File: src/rtl/lfsm_pkg.sv
package lfsm_pkg;

  typedef enum logic [1:0] {
    ST_IDLE = 2'b00,
    ST_A    = 2'b01,
    ST_B    = 2'b10
  } lfsm_state_e;

  // A dwell or pass counter has reached its final value for a length len (len >= 1).
  function automatic logic at_last(input int unsigned cnt, input int unsigned len);
    return (cnt + 1) >= len;
  endfunction

  // Number of busy cycles for one complete run, with lengths already normalised.
  function automatic int unsigned run_cycles(input int unsigned na, input int unsigned nb,
                                             input int unsigned nk);
    return nk * (na + nb);
  endfunction

endpackage

File: src/rtl/lfsm_counter.sv
module lfsm_counter #(
  parameter int W = 8
) (
  input  logic         clk,
  input  logic         rst,
  input  logic         clr,
  input  logic         inc,
  output logic [W-1:0] q
);
  always_ff @(posedge clk) begin
    if (rst || clr) q <= '0;
    else if (inc)   q <= q + 1'b1;
  end
endmodule

File: src/rtl/lfsm_len_bank.sv
module lfsm_len_bank #(
  parameter int AW = 8,
  parameter int BW = 8,
  parameter int KW = 8
) (
  input  logic          clk,
  input  logic          rst,
  input  logic          load,
  input  logic [AW-1:0] a_raw,
  input  logic [BW-1:0] b_raw,
  input  logic [KW-1:0] k_raw,
  output logic [AW-1:0] a_q,
  output logic [BW-1:0] b_q,
  output logic [KW-1:0] k_q
);
  function automatic logic [AW-1:0] norm_a(input logic [AW-1:0] v);
    return (v == '0) ? AW'(1) : v;
  endfunction
  function automatic logic [BW-1:0] norm_b(input logic [BW-1:0] v);
    return (v == '0) ? BW'(1) : v;
  endfunction
  function automatic logic [KW-1:0] norm_k(input logic [KW-1:0] v);
    return (v == '0) ? KW'(1) : v;
  endfunction

  always_ff @(posedge clk) begin
    if (rst) begin
      a_q <= AW'(1);
      b_q <= BW'(1);
      k_q <= KW'(1);
    end else if (load) begin
      a_q <= norm_a(a_raw);
      b_q <= norm_b(b_raw);
      k_q <= norm_k(k_raw);
    end
  end
endmodule

File: src/rtl/lfsm_ctrl.sv
module lfsm_ctrl
  import lfsm_pkg::*;
(
  input  logic        clk,
  input  logic        rst,
  input  logic        start,
  input  logic        a_last,
  input  logic        b_last,
  input  logic        k_last,
  output lfsm_state_e st,
  output logic        accept,
  output logic        a_exit,
  output logic        b_exit,
  output logic        loop_back,
  output logic        run_end,
  output logic        done
);
  lfsm_state_e st_nx;

  always_comb begin
    accept    = (st == ST_IDLE) && start;
    a_exit    = (st == ST_A) && a_last;
    b_exit    = (st == ST_B) && b_last;
    run_end   = b_exit && k_last;
    loop_back = b_exit && !k_last;
    st_nx     = st;
    unique case (st)
      ST_IDLE: if (accept)    st_nx = ST_A;
      ST_A:    if (a_exit)    st_nx = ST_B;
      ST_B:    if (run_end)   st_nx = ST_IDLE;
               else if (b_exit) st_nx = ST_A;
      default:                st_nx = ST_IDLE;
    endcase
  end

  always_ff @(posedge clk) begin
    if (rst) begin
      st   <= ST_IDLE;
      done <= 1'b0;
    end else begin
      st   <= st_nx;
      done <= run_end;
    end
  end
endmodule

File: src/rtl/lfsm_looped_timer.sv
module lfsm_looped_timer
  import lfsm_pkg::*;
#(
  parameter int AW = 8,
  parameter int BW = 8,
  parameter int KW = 8
) (
  input  logic          clk,
  input  logic          rst,
  input  logic          start_i,
  input  logic [AW-1:0] len_a_i,
  input  logic [BW-1:0] len_b_i,
  input  logic [KW-1:0] loops_i,
  output logic [1:0]    state_o,
  output logic          busy_o,
  output logic          done_o
);
  lfsm_state_e   st;
  logic          accept, a_exit, b_exit, loop_back, run_end, done;
  logic          a_last, b_last, k_last;
  logic [AW-1:0] len_a_q, cnt_i;
  logic [BW-1:0] len_b_q, cnt_j;
  logic [KW-1:0] len_n_q, cnt_k;

  lfsm_len_bank #(.AW(AW), .BW(BW), .KW(KW)) u_len (
    .clk(clk), .rst(rst), .load(accept),
    .a_raw(len_a_i), .b_raw(len_b_i), .k_raw(loops_i),
    .a_q(len_a_q), .b_q(len_b_q), .k_q(len_n_q)
  );

  assign a_last = at_last(32'(cnt_i), 32'(len_a_q));
  assign b_last = at_last(32'(cnt_j), 32'(len_b_q));
  assign k_last = at_last(32'(cnt_k), 32'(len_n_q));

  // Phase-A dwell: counts in A, zero elsewhere.
  lfsm_counter #(.W(AW)) u_cnt_i (
    .clk(clk), .rst(rst), .clr((st != ST_A) || a_exit), .inc(st == ST_A), .q(cnt_i)
  );
  // Phase-B dwell: counts in B, zero elsewhere.
  lfsm_counter #(.W(BW)) u_cnt_j (
    .clk(clk), .rst(rst), .clr((st != ST_B) || b_exit), .inc(st == ST_B), .q(cnt_j)
  );
  // Pass counter: advances only on the B-to-A hand-back.
  lfsm_counter #(.W(KW)) u_cnt_k (
    .clk(clk), .rst(rst), .clr((st == ST_IDLE) || run_end), .inc(loop_back), .q(cnt_k)
  );

  lfsm_ctrl u_ctrl (
    .clk(clk), .rst(rst), .start(start_i),
    .a_last(a_last), .b_last(b_last), .k_last(k_last),
    .st(st), .accept(accept), .a_exit(a_exit), .b_exit(b_exit),
    .loop_back(loop_back), .run_end(run_end), .done(done)
  );

  assign state_o = st;
  assign busy_o  = (st != ST_IDLE);
  assign done_o  = done;
endmodule

File: config.mk
export PLATFORM = sky130hd
export DESIGN_NAME = lfsm_looped_timer
export DESIGN_NICKNAME = d
export VERILOG_FILES = /design/src/rtl/lfsm_pkg.sv /design/src/rtl/lfsm_counter.sv /design/src/rtl/lfsm_len_bank.sv /design/src/rtl/lfsm_ctrl.sv /design/src/rtl/lfsm_looped_timer.sv
export SDC_FILE = /design/constraint.sdc
export NUM_CORES = 1
export LEC_CHECK = 0
export BUFFER_PORTS_ARGS = -buffer_cell sky130_fd_sc_hd__buf_4
export CORE_ASPECT_RATIO = 1.1
export CORE_MARGIN = 10
export CORE_UTILIZATION = 55
export DETAILED_ROUTE_END_ITERATION = 8
export PLACE_DENSITY = 0.76
export SKIP_CTS_REPAIR_TIMING = 1
export SLEW_MARGIN = 20
export SYNTH_ARGS = -nofsm -noshare
export SYNTH_HDL_FRONTEND = slang
export SYNTH_SLANG_ARGS = --single-unit
File: constraint.sdc
create_clock -name clk -period 3.6 [get_ports clk]
set_input_delay 0.18 -clock clk [delete_from_list [all_inputs] [get_ports clk]]
set_output_delay 0.18 -clock clk [all_outputs]
set_load 0.01 [all_outputs]
=== Word-level counts from Yosys, hierarchy flattened ===
Index checks and enable logic that the tools add are counted.

* Register bits after elaboration: 51
* Input bits: 27
* Word-level logic and storage cells: 50

* Add/sub/neg operators: 6
* Equal/unequal tests: 7
* $lt $le $gt $ge: 3
* Reduce and logical (&&, ||, !) cells: 18
* Muxes and demuxes: 8

{| class="wikitable"
|+ Operators with widths
! operator !! number
|-
| $add 8x1->9 const B || 3
|-
| $ge 9x8->1 || 3
|-
| $add 8x1->8 const B || 3
|-
| $logic_not 8->1 || 3
|-
| $mux 8 || 3
|-
| $mux 2 || 4
|-
| $logic_or 1x1->1 || 6
|-
| $ne 2x2->1 const B || 3
|-
| $pmux 2 s3 || 1
|-
| $logic_and 1x1->1 || 5
|-
| $ne 3x3->1 const B || 1
|-
| $reduce_and 3->1 || 1
|-
| $eq 2x1->1 const B || 1
|-
| $eq 2x2->1 const B || 1
|-
| $logic_not 2->1 || 1
|-
| $ne 2x1->1 const B || 1
|-
| $reduce_bool 2->1 || 1
|-
| $logic_not 1->1 || 1
|}

=== Depth between registers and ports, before layout ===
* Depth after elaboration: 6
* Gate-level depth with buffers: 12

=== Modules after synthesis ===
From an unflattened synthesis, not the netlist that was laid out.

* Cell total of the unflattened synthesis: 349
* Area, all modules: 3047.9 um2

{| class="wikitable"
|+ By module, submodules not included
! module !! times used !! area an instance (um2) !! cells an instance
|-
| lfsm_counter || 3 || 345.3 || 38
|-
| lfsm_len_bank || 1 || 933.4 || 90
|-
| lfsm_looped_timer || 1 || 932.1 || 129
|-
| lfsm_ctrl || 1 || 146.4 || 16
|}

=== Worst setup path after synthesis ===
OpenSTA, ideal clock, no wires.

* Path type: register -> register
* Start: register u_cnt_i.q[2]
* End: register u_cnt_i.q[1]
* Clock period less this slack: 2.566 ns
* Path slack: 1.034 ns
* Data arrival time: 2.496 ns
* Path buffers: 1
* Stages on the path, launching flop included: 12
* Cells stage by stage: dfxtp_1 nand3_1 or2_2 nor2_1 xor2_1 ha_1 and3_1 a2111oi_0 o211ai_1 or2_1 clkbuf_1 a21oi_1

* Word-level cells in the longest chain between the ends: 5

{| class="wikitable"
|+ Ends and longest elaborated chain
! what !! line !! RTL
|-
| start: declaration || lfsm_counter.sv:8 || <nowiki>output logic [W-1:0] q</nowiki>
|-
| start signal: assignment || lfsm_counter.sv:12 || <nowiki>else if (inc) q <= q + 1'b1;</nowiki>
|-
| $add 8x1->9 || lfsm_pkg.sv:11 || <nowiki>return (cnt + 1) >= len;</nowiki>
|-
| $ge 9x8->1 || lfsm_pkg.sv:11 ||
|-
| $logic_and 1x1->1 || lfsm_ctrl.sv:22 || <nowiki>a_exit = (st == ST_A) && a_last;</nowiki>
|-
| $logic_or 1x1->1 || lfsm_looped_timer.sv:37 || <nowiki>.clk(clk), .rst(rst), .clr((st != ST_A) || a_exit), .inc(st == ST_A), .q(cnt_i)</nowiki>
|-
| $logic_or 1x1->1 || lfsm_counter.sv:11 || <nowiki>if (rst || clr) q <= '0;</nowiki>
|}

Every way passes these cells.
A chain may end at the register's enable or synchronous reset.

=== Final worst setup path ===
* Start: register u_cnt_k.q[0]
* End: register u_cnt_k.q[4]

* Word-level cells in the longest chain between the ends: 5

{| class="wikitable"
|+ Ends and longest elaborated chain
! what !! line !! RTL
|-
| start: declaration || lfsm_counter.sv:8 ||
|-
| start signal: assignment || lfsm_counter.sv:12 ||
|-
| $add 8x1->9 || lfsm_pkg.sv:11 ||
|-
| $ge 9x8->1 || lfsm_pkg.sv:11 ||
|-
| $logic_and 1x1->1 || lfsm_ctrl.sv:24 || <nowiki>run_end = b_exit && k_last;</nowiki>
|-
| $logic_or 1x1->1 || lfsm_looped_timer.sv:45 || <nowiki>.clk(clk), .rst(rst), .clr((st == ST_IDLE) || run_end), .inc(loop_back), .q(cnt_k)</nowiki>
|-
| $logic_or 1x1->1 || lfsm_counter.sv:11 ||
|}

Several ways; a longest one is shown, not always the timed one.

==> results.md <==
- Placed cell count: 419
- Top cell type's share of synthesized area: 37.3%
- Max rail drop VDD: 244 µV
- Setup TNS: 0 ns
- Critical Path RT: 3.83 ns
- Worst EP arrival: 3.20 ns
- Worst-Skew Late Latency: 0.30 ns
- CP startpoint: u_cnt_k.q[0]
- Ports: 31
- Synth top cells by count: nand2_1, dfxtp_1, a21oi_1
- Crit-path max FO: 7
- LEAKAGE: 1.32 nW
- Final Hold Viols: 0
- Detail Placement HPWL: 4360 µm
- FP Rows: 26
- Largest cells by area after synthesis: dfxtp_1, ha_1, nand2_1
- Fin Hold WS: 0.130 ns
- Worst Tran Pin Value: 0.929 ns
- CTS sink count: 51
- GRT Residual Overflow: 0
- Syn Nets: 397
- Via count: 2376
- Count leader, synth: nand2_1
- DRT antenna net count: 0
- DR iter-0 viols: 134
- Synth Register Bits: 51
- Largest area contributor in the netlist: dfxtp_1
- Post-DP Area: 0.00300 mm²
- Status: finished clean
- Die H: 94.0 µm
- Fmax: 336 MHz
- EDFF count, synth: 0
- Clock root buffer: clkbuf_8
- Share of cells above drive strength 1: 10.8%
- HP Class: in2reg
- CTS max path bufs: 2
- Initial antenna violation count: 0
- Die width: 87.3 µm
- Ant diodes: 0
- R2R Path Start: u_cnt_k.q[0]
- Setup crit start kind: flip-flop
- Post-synthesis sequential area ratio: 37.3%
- Synthesized cell area: 0.00274 mm²
- Setup Crit Path Kind: reg2reg
- Worst relative slew slack: 37.9%
- Fraction of registers with async set/reset: 0%
- Vias in the first global route: 2250
- CTS tree: done
- Nets: 424
- Worst-path clk slew: 0.09 ns
- Drt first pass iters: 4
- First-pass GRT wire length: 9830 µm
- Worst Setup End Kind: flip-flop
- Die area: 0.00821 mm²
- Area growth, synth to finish: 13.0%
- Slew Limit Fails: 0
- Synth Flop Type: dfxtp_1
- Setup Skew: 0.00521 ns
- DRC: 0
- Detailed-route wire length per cell: 13.4 µm
- Synth cell types: 40
- Synth Instances: 343
- Total CTS buffers: 5
- Final setup vio count: 0
- Post-route insts no fill: 427
- Gr usage total: 14.3%
- Largest net degree at the start of global routing: 31
- Cell area after layout: 0.00310 mm²
- CTS H-tree lvls: 2
- Core area: 0.00475 mm²
- Min Tclk post-route: 2.97 ns
- Synth warnings: 0
- Final core utilization: 65.2%
- Hold path startpoint: len_a_i[7]
- Syn_area_per_cell: 7.99 µm²
- Pwr/cell area: 394 mW/mm²
- Routed WL: 5720 µm
- Port bufs: 30
- Number of max-cap violations: 0
- Tcrit/Tclk final: 82.6%
- Via-to-Cell Ratio: 5.56
- Initial Utilization: 57.7%
- Gpl congestion: 0.825
- RSZ-0062 raised after global routing: no
==> worst max-delay path, cell delays in order (launching register included) <==
cell      delay (ns)
dfxtp_1         0.43
ha_1            0.28
and4_4          0.26
nand2_1         0.08
xnor2_1         0.14
ha_1            0.32
a21oi_1         0.14
a21boi_0        0.13
a211oi_1        0.68
and2_1          0.21
o21ai_0         0.07
a21oi_1         0.16
==> power breakdown <==
| part | leakage [nW] | switching, mW | internal (mW) |
|---|---|---|---|
| logic | 0.850 | 0.149 | 0.100 |
| clock network | 0.0515 | 0.180 | 0.176 |
| registers | 0.415 | 0.0201 | 0.597 |
| total | 1.32 | 0.349 | 0.872 |
==> state kept, by name, summed over array words and instances, names as in the netlist <==
name and cells:
u_cnt_k.q 8, u_len.b_q 8, u_len.a_q 8, u_cnt_i.q 8
u_ctrl.done 1, u_ctrl.st 2, u_len.k_q 8, u_cnt_j.q 8
==> layout make-up <==
class	instances	area (µm²)
clock buffer	8	100
fill	426	1650
inverter	22	82.6
multi-input combinational	260	1600
sequential	51	1020
tap	56	70.1
timing repair buffer	30	225
==> final timing paths <==
kind,end,slack (ns),cells after the start
hold / removal,u_len.a_q[7],0.13,3
hold reg to reg,u_len.a_q[5],0.45,2
setup reg to reg,u_cnt_k.q[4],0.63,11
setup / recovery,u_cnt_k.q[4],0.63,11
==> through the flow <==
| step | total power, mW | worst slack (ns) |
|---|---|---|
| after floorplan | 0.797 | 1.03 |
| after global placement | 0.873 | 0.721 |
| after detailed placement | 0.878 | 0.645 |
| after CTS | 1.23 | 0.635 |
| after global routing | 1.30 | 0.309 |
| final | 1.22 | 0.627 |
==> cells by family (layout without fill, tap and decap cells) <==
kind of cell,count (synthesis),after routing,synth area share (%)
AND/OR/NAND/NOR,144,144,24.5
flip-flops,51,51,37.3
adder cells (fa/ha/maj),27,27,12.3
AO/OA/AOI/OAI,65,65,13.8
XOR/XNOR,24,24,7.67
buffers and inverters,32,60,4.43
==> cells in the final DEF, fill, tap and decap left out, types with 2 or more instances in the layout <==
master / n
xor2_1: 11
or4_1: 4
and3_1: 11
a211oi_1: 2
a21oi_1: 40
nor4_1: 3
o21ai_0: 7
nand3_1: 16
buf_4: 30
ha_1: 27
dfxtp_1: 51
and2_1: 3
a211o_1: 4
nor2_1: 27
or2_2: 2
clkbuf_8: 7
a21o_1: 3
xnor2_1: 13
nand2_1: 61
inv_1: 22
nand2b_1: 3
nor3_1: 4
nor2b_1: 3
==> layer usage <==
metal  GRT usage (%)  part of all wire (%)  up-vias
met5               0                     0        -
met4            4.12                  0.58        0
met3            3.99                   4.0        4
met2            23.8                    48       40
met1            17.4                    47     1102
li1                -                     -     1230
Note: power is estimated with default switching activity, not from simulation.
